[src/rtl/pred_flag_pkg.sv]
// Shared types for the predicate flag generator.
package pred_flag_pkg;
    // Accumulated state carried from one predicate word to the next.
    typedef struct packed {
        logic n;     // result bit at first active lane
        logic any;   // some active lane held a one
        logic c;     // inverse of result bit at last active lane
        logic seen;  // an active lane has already been met
    } acc_t;

    localparam acc_t ACC_INIT = '{n: 1'b0, any: 1'b0, c: 1'b1, seen: 1'b0};
endpackage

[src/rtl/pred_bit_iso.sv]
// Isolates the lowest and the highest set bit of a word.
// Assumes nothing about the input; an all-zero word gives zero on both outputs.
module pred_bit_iso #(
    parameter int W = 64
) (
    input  logic [W-1:0] vec,
    output logic [W-1:0] low_bit,
    output logic [W-1:0] high_bit
);
    // Lowest set bit via two's complement.
    assign low_bit = vec & (~vec + W'(1));

    // Highest set bit: keep a bit only if no bit above it is set.
    always_comb begin
        logic above;
        above    = 1'b0;
        high_bit = '0;
        for (int i = W - 1; i >= 0; i--) begin
            high_bit[i] = vec[i] & ~above;
            above       = above | vec[i];
        end
    end
endmodule

[src/rtl/pred_word_eval.sv]
// Evaluates one predicate word against the incoming accumulated state.
// Applies the find-first update when this is the first word with active lanes.
// Purely combinational; the caller registers acc_out.
module pred_word_eval
    import pred_flag_pkg::*;
#(
    parameter int W = 64
) (
    input  logic [W-1:0] d_in,
    input  logic [W-1:0] g_in,
    input  logic         ff_mode,
    input  acc_t         acc_in,
    output acc_t         acc_out,
    output logic [W-1:0] d_upd
);
    logic [W-1:0] g_low;
    logic [W-1:0] g_high;

    pred_bit_iso #(.W(W)) u_iso (
        .vec     (g_in),
        .low_bit (g_low),
        .high_bit(g_high)
    );

    // Fold this word into the state; words with no active lane pass it through.
    always_comb begin
        d_upd   = d_in;
        acc_out = acc_in;
        if (|g_in) begin
            if (!acc_in.seen) begin
                if (ff_mode) begin
                    d_upd = d_in | g_low;
                end
                acc_out.n    = |(d_upd & g_low);
                acc_out.seen = 1'b1;
            end
            acc_out.any = acc_in.any | (|(d_upd & g_in));
            acc_out.c   = ~|(d_upd & g_high);
        end
    end
endmodule

[src/rtl/pred_flag_acc.sv]
// State, flag and stream registers of the predicate flag generator.
// Assumes acc_next and d_upd were computed from the word offered this cycle.
module pred_flag_acc
    import pred_flag_pkg::*;
#(
    parameter int W = 64
) (
    input  logic         clk,
    input  logic         rst_n,
    input  logic         word_valid,
    input  logic         word_last,
    input  logic         ff_eff,
    input  acc_t         acc_next,
    input  logic [W-1:0] d_upd,
    output acc_t         acc_q,
    output logic         mode_q,
    output logic         flags_valid,
    output logic         flag_n,
    output logic         flag_z,
    output logic         flag_c,
    output logic         dout_valid,
    output logic [W-1:0] dout_word
);
    // Accumulated state and latched mode advance on each taken word.
    always_ff @(posedge clk) begin
        if (!rst_n) begin
            acc_q  <= ACC_INIT;
            mode_q <= 1'b0;
        end else if (word_valid) begin
            acc_q  <= acc_next;
            mode_q <= ff_eff;
        end
    end

    // Flags are captured from the last word and held until the next one.
    always_ff @(posedge clk) begin
        if (!rst_n) begin
            flags_valid <= 1'b0;
            flag_n      <= 1'b0;
            flag_z      <= 1'b1;
            flag_c      <= 1'b1;
        end else begin
            flags_valid <= word_valid & word_last;
            if (word_valid && word_last) begin
                flag_n <= acc_next.n;
                flag_z <= ~acc_next.any;
                flag_c <= acc_next.c;
            end
        end
    end

    // Updated result words are streamed out in find-first mode.
    always_ff @(posedge clk) begin
        if (!rst_n) begin
            dout_valid <= 1'b0;
            dout_word  <= '0;
        end else begin
            dout_valid <= word_valid & ff_eff;
            if (word_valid) begin
                dout_word <= d_upd;
            end
        end
    end

    a_r7_flags_pulse: assert property (@(posedge clk) disable iff (!rst_n)
        flags_valid |-> $past(word_valid && word_last));
    a_r7_single_pulse: assert property (@(posedge clk) disable iff (!rst_n)
        flags_valid |=> !flags_valid || $past(word_valid && word_last));
endmodule

[src/rtl/pred_flag_gen.sv]
// Predicate test flag generator (top).
// Streams result and governing predicate words, lowest first, and produces
// negative/zero/carry/overflow one cycle after the last word. Optional
// find-first mode sets the first active lane in the result and streams it back.
// Assumes governing words are already masked to the element size.
module pred_flag_gen
    import pred_flag_pkg::*;
#(
    parameter int WORD_W = 64
) (
    input  logic              clk,
    input  logic              rst_n,
    input  logic              word_valid,
    input  logic              word_start,
    input  logic              word_last,
    input  logic              find_first,
    input  logic [WORD_W-1:0] d_word,
    input  logic [WORD_W-1:0] g_word,
    output logic              dout_valid,
    output logic [WORD_W-1:0] dout_word,
    output logic              flags_valid,
    output logic              flag_n,
    output logic              flag_z,
    output logic              flag_c,
    output logic              flag_v
);
    acc_t              acc_q;
    acc_t              acc_in;
    acc_t              acc_next;
    logic              mode_q;
    logic              ff_eff;
    logic [WORD_W-1:0] d_upd;

    // A start word restarts from the initial state and samples the mode.
    assign acc_in = word_start ? ACC_INIT : acc_q;
    assign ff_eff = word_start ? find_first : mode_q;
    assign flag_v = 1'b0;

    pred_word_eval #(.W(WORD_W)) u_eval (
        .d_in   (d_word),
        .g_in   (g_word),
        .ff_mode(ff_eff),
        .acc_in (acc_in),
        .acc_out(acc_next),
        .d_upd  (d_upd)
    );

    pred_flag_acc #(.W(WORD_W)) u_acc (
        .clk        (clk),
        .rst_n      (rst_n),
        .word_valid (word_valid),
        .word_last  (word_last),
        .ff_eff     (ff_eff),
        .acc_next   (acc_next),
        .d_upd      (d_upd),
        .acc_q      (acc_q),
        .mode_q     (mode_q),
        .flags_valid(flags_valid),
        .flag_n     (flag_n),
        .flag_z     (flag_z),
        .flag_c     (flag_c),
        .dout_valid (dout_valid),
        .dout_word  (dout_word)
    );

    a_r2_idle_word_hold: assert property (@(posedge clk) disable iff (!rst_n)
        (word_valid && !word_start && g_word == '0) |=> acc_q == $past(acc_q));
    a_r3_n_locked: assert property (@(posedge clk) disable iff (!rst_n)
        (word_valid && !word_start && acc_q.seen) |=> acc_q.n == $past(acc_q.n));
    a_r4_any_sticky: assert property (@(posedge clk) disable iff (!rst_n)
        (word_valid && !word_start && acc_q.any) |=> acc_q.any);
    a_r9_dout_superset: assert property (@(posedge clk) disable iff (!rst_n)
        dout_valid |-> (((dout_word & $past(d_word)) == $past(d_word))
                        && ($countones(dout_word ^ $past(d_word)) <= 1)));
    a_r10_stream_needs_word: assert property (@(posedge clk) disable iff (!rst_n)
        dout_valid |-> $past(word_valid));
endmodule

[config.mk]
export PLATFORM = sky130hd
export DESIGN_NAME = pred_flag_gen
export DESIGN_NICKNAME = d
export VERILOG_FILES = /design/src/rtl/pred_flag_pkg.sv /design/src/rtl/pred_bit_iso.sv /design/src/rtl/pred_word_eval.sv /design/src/rtl/pred_flag_acc.sv /design/src/rtl/pred_flag_gen.sv
export SDC_FILE = /design/constraint.sdc
export NUM_CORES = 1
export LEC_CHECK = 0
export ABC_AREA = 0
export BUFFER_PORTS_ARGS = -buffer_cell sky130_fd_sc_hd__buf_4
export CAP_MARGIN = 10
export CORE_ASPECT_RATIO = 1.75
export CORE_UTILIZATION = 35
export CTS_BUF_LIST = sky130_fd_sc_hd__clkbuf_8
export DETAILED_ROUTE_END_ITERATION = 8
export GPL_TIMING_DRIVEN = 0
export SYNTH_ARGS = -nofsm -noshare
export SYNTH_HDL_FRONTEND = slang
export SYNTH_SLANG_ARGS = --single-unit
[constraint.sdc]
create_clock -name clk -period 3.5 [get_ports clk]
set_clock_uncertainty 0.1 [all_clocks]
set_input_delay 1.05 -clock clk [delete_from_list [all_inputs] [get_ports clk]]
set_output_delay 1.05 -clock clk [all_outputs]
set_load 0.05 [all_outputs]
==> impl_metrics.yaml, run 1 <==
status:
  status: "finished, violations left"
  violations: "setup timing"
placed_design:
  dp_cells: 1413
  port_buffers: 172
  gp_congestion: 1.04
  dp_hpwl_um: 36000
job:
  drv_cap: 0
sta:
  setup_viol: 3
  setup_ws_ps: -66.5
  min_period_over_period_pct: 102
  finalHoldViolations: 0
  slew_violations: 0
  worstMarginPinSlew_ps: 1060
  clock.fmax_mhz: 280
  rsz0062_at_grt: "true"
  relSlewSlack_pct: 29.1
  period_minus_slack_ps: 3570
  whs_ps: 397
floorplanning:
  die-area_mm2: 0.0207
  core_mm2: 0.0197
  die_width_um: 109
  die_height_um: 190
  rows: 68
  io_pins: 204
  initial_core_util_pct: 35.7
critical_path:
  crit_arrival_ps: 3780
  worstPathRequired_ps: 3720
  slowest_stage: "o41ai_4"
  critical_path.max_fanout: 10
  crit_buf_inv: 2
  crit_path_frequent_cell: "nand4_1"
  worstSetupStartpointType: "input pin"
  crit_family: "compound AO/OA/AOI/OAI gates"
  timing.rr.start: "u_acc.mode_q"
  endpoint_kind: "register"
  worstSetupPathType: "input pin to register"
  startpoint: "g_word[49]"
  path_cells: "clkbuf_2 > nor3_1 > nand4_1 > buf_4 > nor2_1 > o21ai_1 > o211ai_1 > o41ai_4 > nand4_1 > a41o_1"
  slowest_delay_ps: 550
route:
  via_per_inst: 6.75
  route.detailed.drc: 0
  drtPass1Iterations: 7
  routedWlPerCell_um: 31.4
  wl_um: 46400
  drtIter0Drc: 901
  via_count: 9994
  postRouteAntennaNets: 0
yosys:
  synthArstFlopShare_pct: 0
  synth_edf_count: 0
  yosysUniqueCellTypes: 85
  ys_seq_elements: 74
  synth_top_flop_cell: "dfxtp_1"
  syn-num-nets: 1130
  synthCells: 996
  synth_warnings: 0
  synth.avg_cell_area_um2: 7.07
  yosysSeqAreaShare_pct: 21.0
  netlist_area_mm2: 0.00704
final_layout:
  drive_gt1_share_pct: 31.8
  layout.nets: 1364
  seqCellArea_mm2: 0.00148
  nFillCells: 2020
  area_delta_synth_final_pct: 40.7
  multi_input_area_mm2: 0.00565
  final_cells: 1480
pwr:
  p_per_area_mw_per_mm2: 287
  p_leak_nw: 3.79
  vdd_ir_drop_max_mv: 0.261
worst_hold_path:
  worstHoldStart: "u_acc.dout_word[7]"
  hold_path.class: "register to register"
clocking:
  clkSlewWorstSetupHoldPaths_ps: 90
  cts_sinks: 74
  cts_buffers: 9
  clockRootBuffer: "clkbuf_8"
  clk_latency_ps: 410
  clock_path_buffers: 2
  cts_hold_buf: 0
  cts_max_level: 3
  cts_tree: "done"
grt:
  grt.overflow.total: 0
  grtUsageTotal_pct: 44.9
  grt_max_degree: 13
  grt_pass1_vias: 9819
  grt_pass1_wl_um: 65200
  antenna_found_initial: 1
==> cell type report <==
type | instances | area share, %
diodes | 1 | 0.0253
repair buffers | 224 | 17.4
inverters | 19 | 0.720
well taps | 245 | 3.09
multi-input cells | 824 | 57.1
plain buffers | 78 | 4.33
clock buffers | 10 | 1.39
clock inverters | 5 | 1.04
flip-flops and latches | 74 | 15.0
==> worst reg2reg max path: cells and delay by family, from the launching register on <==
family / cells / cell delay (ps)
AOI/OAI and AO/OA: 5 / 1240
and+or+nand+nor: 3 / 780
buffers and inverters: 3 / 460
DFF: 1 / 440
==> cells by family after synthesis <==
family,Yosys count,synth area share (%)
other,1,0.0533
AO/OA/AOI/OAI,381,34.3
multiplexers,2,0.302
buffers and inverters,98,6.33
flip-flops,74,21.0
XOR/XNOR,2,0.249
AND/OR/NAND/NOR,438,37.7
==> cells in the final DEF (no fill, tap or decap), types with 13 or more instances in the layout <==
cell        n
clkbuf_1   28
nor4_1     15
nor2_1     73
nor4_4     28
and3_1     13
o21ai_0   101
clkbuf_2   18
inv_1      19
a31oi_1    33
a21oi_1   101
nand3_1    35
buf_2      16
nor3_1     34
dfxtp_1    74
nand2_1    81
buf_4     225
nand4_1    37
==> per-layer routing <==
layer	global-route usage, %	routed length, um	part of all wire [%]
met1	44.5	15300	33
met2	76.4	23000	50
met3	10.5	3190	6.9
met4	39.6	4900	11
met5	0	0	0
==> worst paths after layout <==
kind,to,slack [ps],depth (start not counted)
worst max-delay path,u_acc.acc_q[3],-70,10
worst min-delay path,u_acc.dout_word[7],400,1
worst max register to register,u_acc.acc_q[1],320,11
worst min register to register,u_acc.dout_word[7],400,1
==> sequential cells by signal (all words and copies together), names as in the netlist <==
signal	cells
u_acc.dout_word	64
u_acc.acc_q	4
u_acc.dout_valid	1
u_acc.flag_c	1
u_acc.flag_n	1
u_acc.flag_z	1
u_acc.flags_valid	1
u_acc.mode_q	1
==> synth_stat cells, types with 4 or more instances <==
| cell type | instances | area (um^2) |
|---|---|---|
| nand3b_1 | 6 | 45.0 |
| o211ai_1 | 12 | 90.1 |
| nand2_1 | 84 | 315 |
| o22ai_1 | 7 | 43.8 |
| o2111ai_1 | 7 | 61.3 |
| a32oi_1 | 13 | 114 |
| a211oi_1 | 9 | 67.6 |
| a311oi_1 | 5 | 43.8 |
| nor4_2 | 11 | 138 |
| or4_1 | 6 | 45.0 |
| o311ai_0 | 4 | 35.0 |
| nor4_4 | 13 | 277 |
| buf_6 | 5 | 56.3 |
| and3_1 | 13 | 81.3 |
| a31oi_1 | 33 | 206 |
| nand4_1 | 37 | 231 |
| clkbuf_1 | 48 | 180 |
| o41ai_1 | 6 | 52.6 |
| nand4b_1 | 5 | 43.8 |
| dfxtp_1 | 74 | 1480 |
| nor3b_1 | 7 | 52.6 |
| nor2b_1 | 12 | 75.1 |
| o21ai_0 | 107 | 536 |
| a2111oi_0 | 8 | 70.1 |
| nand3_1 | 38 | 190 |
| nand2b_1 | 8 | 50.1 |
| or2_2 | 8 | 50.1 |
| buf_4 | 4 | 30.0 |
| a22oi_1 | 9 | 67.6 |
| nor2_1 | 78 | 293 |
| inv_1 | 19 | 71.3 |
| o211a_1 | 4 | 40.0 |
| o21a_1 | 7 | 52.6 |
| or3_1 | 8 | 50.1 |
| a21oi_1 | 105 | 526 |
| nor4b_1 | 7 | 61.3 |
| nor3_1 | 39 | 195 |
| and2_1 | 10 | 62.6 |
| nor4_1 | 26 | 163 |
| buf_2 | 19 | 95.1 |
| o31ai_1 | 7 | 52.6 |
| a41oi_1 | 5 | 43.8 |
==> stage by stage <==
| stage | total power (W) | area, um^2 | setup TNS [ps] | worst slack (ps) | utilization, % |
|---|---|---|---|---|---|
| after global placement | 0.00190 | 8640 | -33020 | -1260 | 43.8 |
| after CTS | 0.00279 | 9430 | 0 | 1.30 | 47.8 |
| after floorplan | 0.00147 | 7040 | 0 | 210 | - |
| after detailed placement | 0.00190 | 8640 | -31650 | -1270 | 43.8 |
| final | 0.00285 | 9910 | -86.9 | -66.5 | 50.2 |
| after global routing | 0.00293 | 9900 | -24.8 | -22.1 | 50.2 |
==> where the power goes <==
group	internal, W	switching (W)	leakage (nW)	total (W)
Sequential	0.000900	0.0000320	0.615	0.000932
Clock	0.000487	0.000395	0.118	0.000882
Combinational	0.000322	0.000711	3.05	0.00103
==> repair_timing <==
action | CTS | global route
buffers inserted | 27 | 25
pin swaps | 25 | 17
resized for setup | 65 | 75
endpoints found under the setup margin | 31 | 28
(Power assumes the default switching activity.)
==> run 2, diff against run 1 <==
--- a/config.mk
+++ b/config.mk
@@ -13,6 +13,8 @@
 export CTS_BUF_LIST = sky130_fd_sc_hd__clkbuf_8
 export DETAILED_ROUTE_END_ITERATION = 8
 export GPL_TIMING_DRIVEN = 0
+export RECOVER_POWER = 100
 export SYNTH_ARGS = -nofsm -noshare
 export SYNTH_HDL_FRONTEND = slang
 export SYNTH_SLANG_ARGS = --single-unit
+export TNS_END_PERCENT = 100
==> run 2 against run 1 <==
Net effect:
- final area decreased by 2.7%
- critical path depth unchanged
- global-route usage unchanged
- die area unchanged
- the flow still finishes with violations (setup timing)
==> impl_metrics.yaml, run 2 (same netlist as run 1, synthesis figures left out) <==
clocking:
  clock_path_buffers: 2
  cts_sinks: 74
  clkSlewWorstSetupHoldPaths_ps: 90
  cts_tree: "done"
  clockRootBuffer: "clkbuf_8"
  cts_buffers: 9
  clk_latency_ps: 420
  cts_max_level: 3
floorplanning:
  core_mm2: 0.0197
  initial_core_util_pct: 35.7
  die_height_um: 190
  die-area_mm2: 0.0207
  io_pins: 204
  die_width_um: 109
  rows: 68
worst_hold_path:
  hold_path.class: "register to register"
critical_path:
  endpoint_kind: "register"
  worstPathRequired_ps: 3720
  critical_path.max_fanout: 10
  worstSetupStartpointType: "input pin"
  crit_arrival_ps: 3810
  worstSetupPathType: "input pin to register"
final_layout:
  seqCellArea_mm2: 0.00148
  largest_register: "u_acc.dout_word"
  multi_input_area_mm2: 0.00565
  post-route-cell-area_mm2: 0.00964
  final_cells: 1480
  layout.nets: 1364
  drive_gt1_share_pct: 26.2
  final_common_cell: "buf_4"
  largest_reg_flops: 64
  area_delta_synth_final_pct: 36.9
  nFillCells: 2105
  reg.largest.list: "u_acc.dout_word x64, u_acc.acc_q x4"
  final_cell_mix: "buf_4, a21oi_1, o21ai_0"
route:
  routedWlPerCell_um: 31.3
  wl_um: 46400
  drtPass1Iterations: 5
  via_per_inst: 6.72
  via_count: 9948
  postRouteAntennaNets: 0
  drtIter0Drc: 938
  route.detailed.drc: 0
placed_design:
  dp_cells: 1413
  dp_hpwl_um: 36000
  port_buffers: 172
  gp_congestion: 1.04
  dpl_cell_area_mm2: 0.00864
sta:
  relSlewSlack_pct: 30.0
  slew_violations: 0
  clock.fmax_mhz: 279
  worstMarginPinSlew_ps: 1040
  setup_viol: 3
  min_period_over_period_pct: 103
  rsz0062_at_grt: "true"
  period_minus_slack_ps: 3590
  finalHoldViolations: 0
  setup_ws_ps: -88.7
status:
  violations: "setup timing"
  status: "finished, violations left"
grt:
  grt_pass1_wl_um: 65200
  grt.overflow.total: 0
  grt_pass1_vias: 9819
  antenna_found_initial: 1
  grtUsageTotal_pct: 44.9
  grt_max_degree: 13
pwr:
  p_per_area_mw_per_mm2: 291
  p_leak_nw: 3.51
  vdd_ir_drop_max_mv: 0.259
job:
  drv_cap: 0
[run 2: changes by cell type in the layout (fill, tap and decap cells not counted)]
cell / previous run / this run
buf_4: 225 / 155
clkbuf_1: 28 / 98
[run 2: area by class of cell]
class | count | area share [%]
antenna | 1 | 0.0260
buffer | 78 | 4.45
clock buffer | 10 | 1.43
clock inverter | 5 | 1.06
inverter | 19 | 0.740
multi-input combinational | 824 | 58.6
sequential | 74 | 15.4
tap | 245 | 3.18
timing repair buffer | 224 | 15.1
[run 2: path summary, 6_finish.rpt]
kind	from	slack, ps	cells past startpoint	to
worst max register to register	u_acc.mode_q	330	11	u_acc.acc_q[1]
worst min register to register	u_acc.dout_word[7]	400	1	u_acc.dout_word[7]
worst max-delay path	g_word[49]	-90	10	u_acc.acc_q[3]
worst min-delay path	u_acc.dout_word[7]	400	1	u_acc.dout_word[7]
[run 2: per-stage QoR]
stage          total power, W  util (%)  setup WS [ps]  setup TNS (ps)  hold slack (ps)
6_report              0.00280      48.9          -88.7            -128              398
2_1_floorplan         0.00147         -            210               0              355
3_3_place_gp          0.00190      43.8          -1260          -33020              369
5_1_grt               0.00288      48.8          -22.1           -24.8              415
3_5_place_dp          0.00190      43.8          -1270          -31650              382
4_1_cts               0.00279      47.8           1.30               0              402
[run 2: critical path, stage by stage]
cell      delay (ps)
clkbuf_2         260
nor3_1           130
nand4_1          170
buf_4            250
nor2_1           150
o21ai_1          300
o211ai_1         330
o41ai_4          550
nand4_1          310
a41o_1           310
[run 2: what timing repair did]
action	in CTS	in global routing
hold endpoints to repair	0	0
setup endpoints to repair	31	28
hold buffers	0	0
resized for setup	65	75
setup buffers	27	25
pin swaps	25	17
[run 2: where the power goes]
part           leakage [nW]  switching [W]  internal, W
registers             0.615      0.0000306     0.000900
logic                  2.77       0.000710     0.000275
clock network         0.118       0.000401     0.000488
total                  3.51        0.00114      0.00166
[run 2: metal layers]
layer	global-route usage (%)	routed length [um]	vias to the layer above
met1	44.5	15300	4781
met4	39.6	4780	0
met3	10.5	3220	223
li1	-	-	4363
met5	0	0	-
met2	76.4	23100	581
==> run 3, diff against run 2 <==
--- a/config.mk
+++ b/config.mk
@@ -5,7 +5,7 @@
 export SDC_FILE = /design/constraint.sdc
 export NUM_CORES = 1
 export LEC_CHECK = 0
-export ABC_AREA = 0
+export ABC_AREA = 1
 export BUFFER_PORTS_ARGS = -buffer_cell sky130_fd_sc_hd__buf_4
 export CAP_MARGIN = 10
 export CORE_ASPECT_RATIO = 1.75
==> run 3 against run 2 <==
Net effect:
- the flow now finishes without violations
- wire length shrank 20%
- setup slack better by 150 ps
- critical path type unchanged
- utilization fell by 2.7 points
- combinational power is 11% lower
- highest routed layer unchanged
- total power fell by 4.7%
- synthesized cell count grew 21%
- non-clock buffer count decreased by 58
- hold slack got worse by 32 ps
==> impl_metrics.yaml, run 3 <==
pwr:
  share_comb_of_total_power_pct: 32.9
  p_leak_nw: 3.97
  switching_share_pct: 41.5
  vdd_ir_drop_max_mv: 0.182
  p_seq_share_pct: 34.3
  p_sw_w: 0.00111
  p_int_w: 0.00156
  clockPowerShare_pct: 32.8
  p_per_area_mw_per_mm2: 300
yosys:
  synth_top_cell_area_share_pct: 21.3
  synthCells: 1201
  yosysUniqueCellTypes: 57
  synth_top_flop_cell: "dfxtp_1"
  ys_seq_elements: 74
  netlist_area_mm2: 0.00696
  yosysSeqAreaShare_pct: 21.3
  syn-num-nets: 1335
  yosysTopAreaCell: "dfxtp_1"
  synth_edf_count: 0
  synth.most_common_cell: "nand2_1"
  synth_warnings: 0
  synth_area_leaders: "dfxtp_1, nand2_1, inv_1"
  synthArstFlopShare_pct: 0
  synth.avg_cell_area_um2: 5.79
  synthTopCellsByCount: "nand2_1, inv_1, nor2_1, a21oi_1, nand3_1"
floorplanning:
  die_height_um: 188
  io_pins: 204
  initial_core_util_pct: 36.1
  rows: 67
  die_width_um: 109
  die-area_mm2: 0.0205
  core_mm2: 0.0193
critical_path:
  critical_path.max_fanout: 10
  r2r_cells: 15
  crit_path_frequent_cell: "nand2_1"
  path_cells: "buf_4 > inv_2 > nand2_2 > buf_2 > clkbuf_1 > a31oi_1 > inv_1 > nand2_1 > nand2_1 > nor2_1 > nand4_1 > nor2_1 > nand2_1 > nor2_1 > nand3_2 > nand2_1 > inv_1"
  slowest_delay_ps: 440
  reg2reg_slack_ps: 540
  worstSetupPathType: "input pin to register"
  worstPathRequired_ps: 3720
  slowest_stage: "clkbuf_1"
  endpoint_kind: "register"
  worstSetupStartpointType: "input pin"
  crit_arrival_ps: 3660
grt:
  grt_pass1_vias: 9162
  grt_max_degree: 16
  grtUsageTotal_pct: 36.9
  antenna_found_initial: 1
  grt.overflow.total: 0
  grt_pass1_wl_um: 53600
clocking:
  cts_sinks: 74
  cts_max_level: 3
  clkSlewWorstSetupHoldPaths_ps: 100
  clockRootBuffer: "clkbuf_8"
  cts_tree: "done"
  clock_path_buffers: 2
  clk_latency_ps: 410
  cts_hold_buf: 0
  cts_buffers: 9
sta:
  finalHoldViolations: 0
  period_minus_slack_ps: 3440
  tns_ps: 0
  worstMarginPinSlew_ps: 988
  setup_viol: 0
  slew_violations: 0
  min_period_over_period_pct: 98.2
  relSlewSlack_pct: 34.1
  clock.fmax_mhz: 291
  rsz0062_at_grt: "false"
final_layout:
  layout.nets: 1550
  nFillCells: 2255
  reg.largest.list: "u_acc.dout_word x64, u_acc.acc_q x4"
  largest_register: "u_acc.dout_word"
  final_cells: 1663
  drive_gt1_share_pct: 20.0
  largest_reg_flops: 64
  final_common_cell: "nand2_1"
  final_cell_mix: "nand2_1, inv_1, buf_4"
  area_delta_synth_final_pct: 28.0
placed_design:
  dp_cells: 1643
  port_buffers: 201
  dp_hpwl_um: 30800
  gp_congestion: 1.07
route:
  via_per_inst: 5.48
  route.detailed.drc: 0
  drtPass1Iterations: 5
  via_count: 9111
  drtIter0Drc: 685
  postRouteAntennaNets: 0
  wl_um: 37200
  dr.max_layer_used: "met4"
  met1_length_um: 12500
  routed-wl-met2_um: 19300
  routedWlPerCell_um: 22.4
  wl_met3_um: 1870
job:
  drv_cap: 0
worst_hold_path:
  holdPathStages: 2
  hold_path.class: "register to register"
status:
  status: "complete, no violations"
-- run 3: changes by cell type after synthesis, sizes merged, moves of 16 or more --
cell    previous run  this run
o21bai             0        19
nor4              50        15
nor2              79       170
a31oi             33         1
inv               19       160
o21ai            109        50
o211ai            13        29
a21oi            105        87
clkbuf            49        23
nand3             38        79
nand2             84       351
-- run 3: cell type report --
type	instances	area (um^2)	share of cell area, %
multi-input cells	926	4810	54.1
flip-flops and latches	74	1480	16.6
repair buffers	204	1270	14.3
inverters	161	607	6.81
well taps	241	302	3.39
plain buffers	40	195	2.19
clock buffers	9	124	1.39
clock inverters	7	108	1.21
diodes	1	2.50	0.0281
-- run 3: worst paths after layout --
| check | startpoint | endpoint |
|---|---|---|
| max | word_start | u_acc.acc_q[2] |
| min | u_acc.dout_word[8] | u_acc.dout_word[8] |
| max reg2reg | u_acc.acc_q[0] | u_acc.acc_q[2] |
| min reg2reg | u_acc.dout_word[8] | u_acc.dout_word[8] |
-- run 3: cell families (layout without fill, tap and decap cells) --
logic type      count (synthesis)  count (layout)  share of synthesized area (%)
simple gates                  701             701                           46.4
compound gates                224             224                           20.9
buf+inv                       201             421                           11.4
flops                          74              74                           21.3
other cells                     1               2                         0.0539
-- run 3: metrics by stage --
step | util (%) | area, um^2 | worst slack [ps] | total power [W] | hold WS (ps)
3_3_place_gp | 45.5 | 8770 | -703 | 0.00184 | 352
4_1_cts | 46.9 | 9040 | 4.21 | 0.00271 | 370
2_1_floorplan | - | 6960 | 582 | 0.00142 | 342
3_5_place_dp | 45.5 | 8770 | -679 | 0.00184 | 356
5_1_grt | 46.2 | 8910 | 5.59 | 0.00278 | 387
6_report | 46.2 | 8910 | 62.7 | 0.00267 | 366
-- run 3: critical path, delay by kind of cell --
family | cells | cell delay (ps)
AND/OR/NAND/NOR | 10 | 1170
buffers and inverters | 6 | 1090
AO/OA/AOI/OAI | 1 | 330
-- run 3: power by group through the flow --
stage               sequential (W)  combinational [W]  clock (W)
floorplan                  0.00109           0.000328          0
global placement          0.000936           0.000899          0
detailed placement        0.000937           0.000898          0
CTS                       0.000918           0.000903   0.000887
global route              0.000924           0.000935   0.000917
finish                    0.000917           0.000879   0.000876
-- run 3: routing by layer --
metal  track usage (%)  up-vias
met4              32.4        0
met2              66.6      367
met5                 0        -
met3              5.60      140
met1              35.0     4172
li1                  -     4432
-- run 3: what timing repair did --
item,in CTS,in global routing
buffers inserted,1,2
pin swaps,1,6
gates resized for setup,9,39
endpoints found under the setup margin,6,16
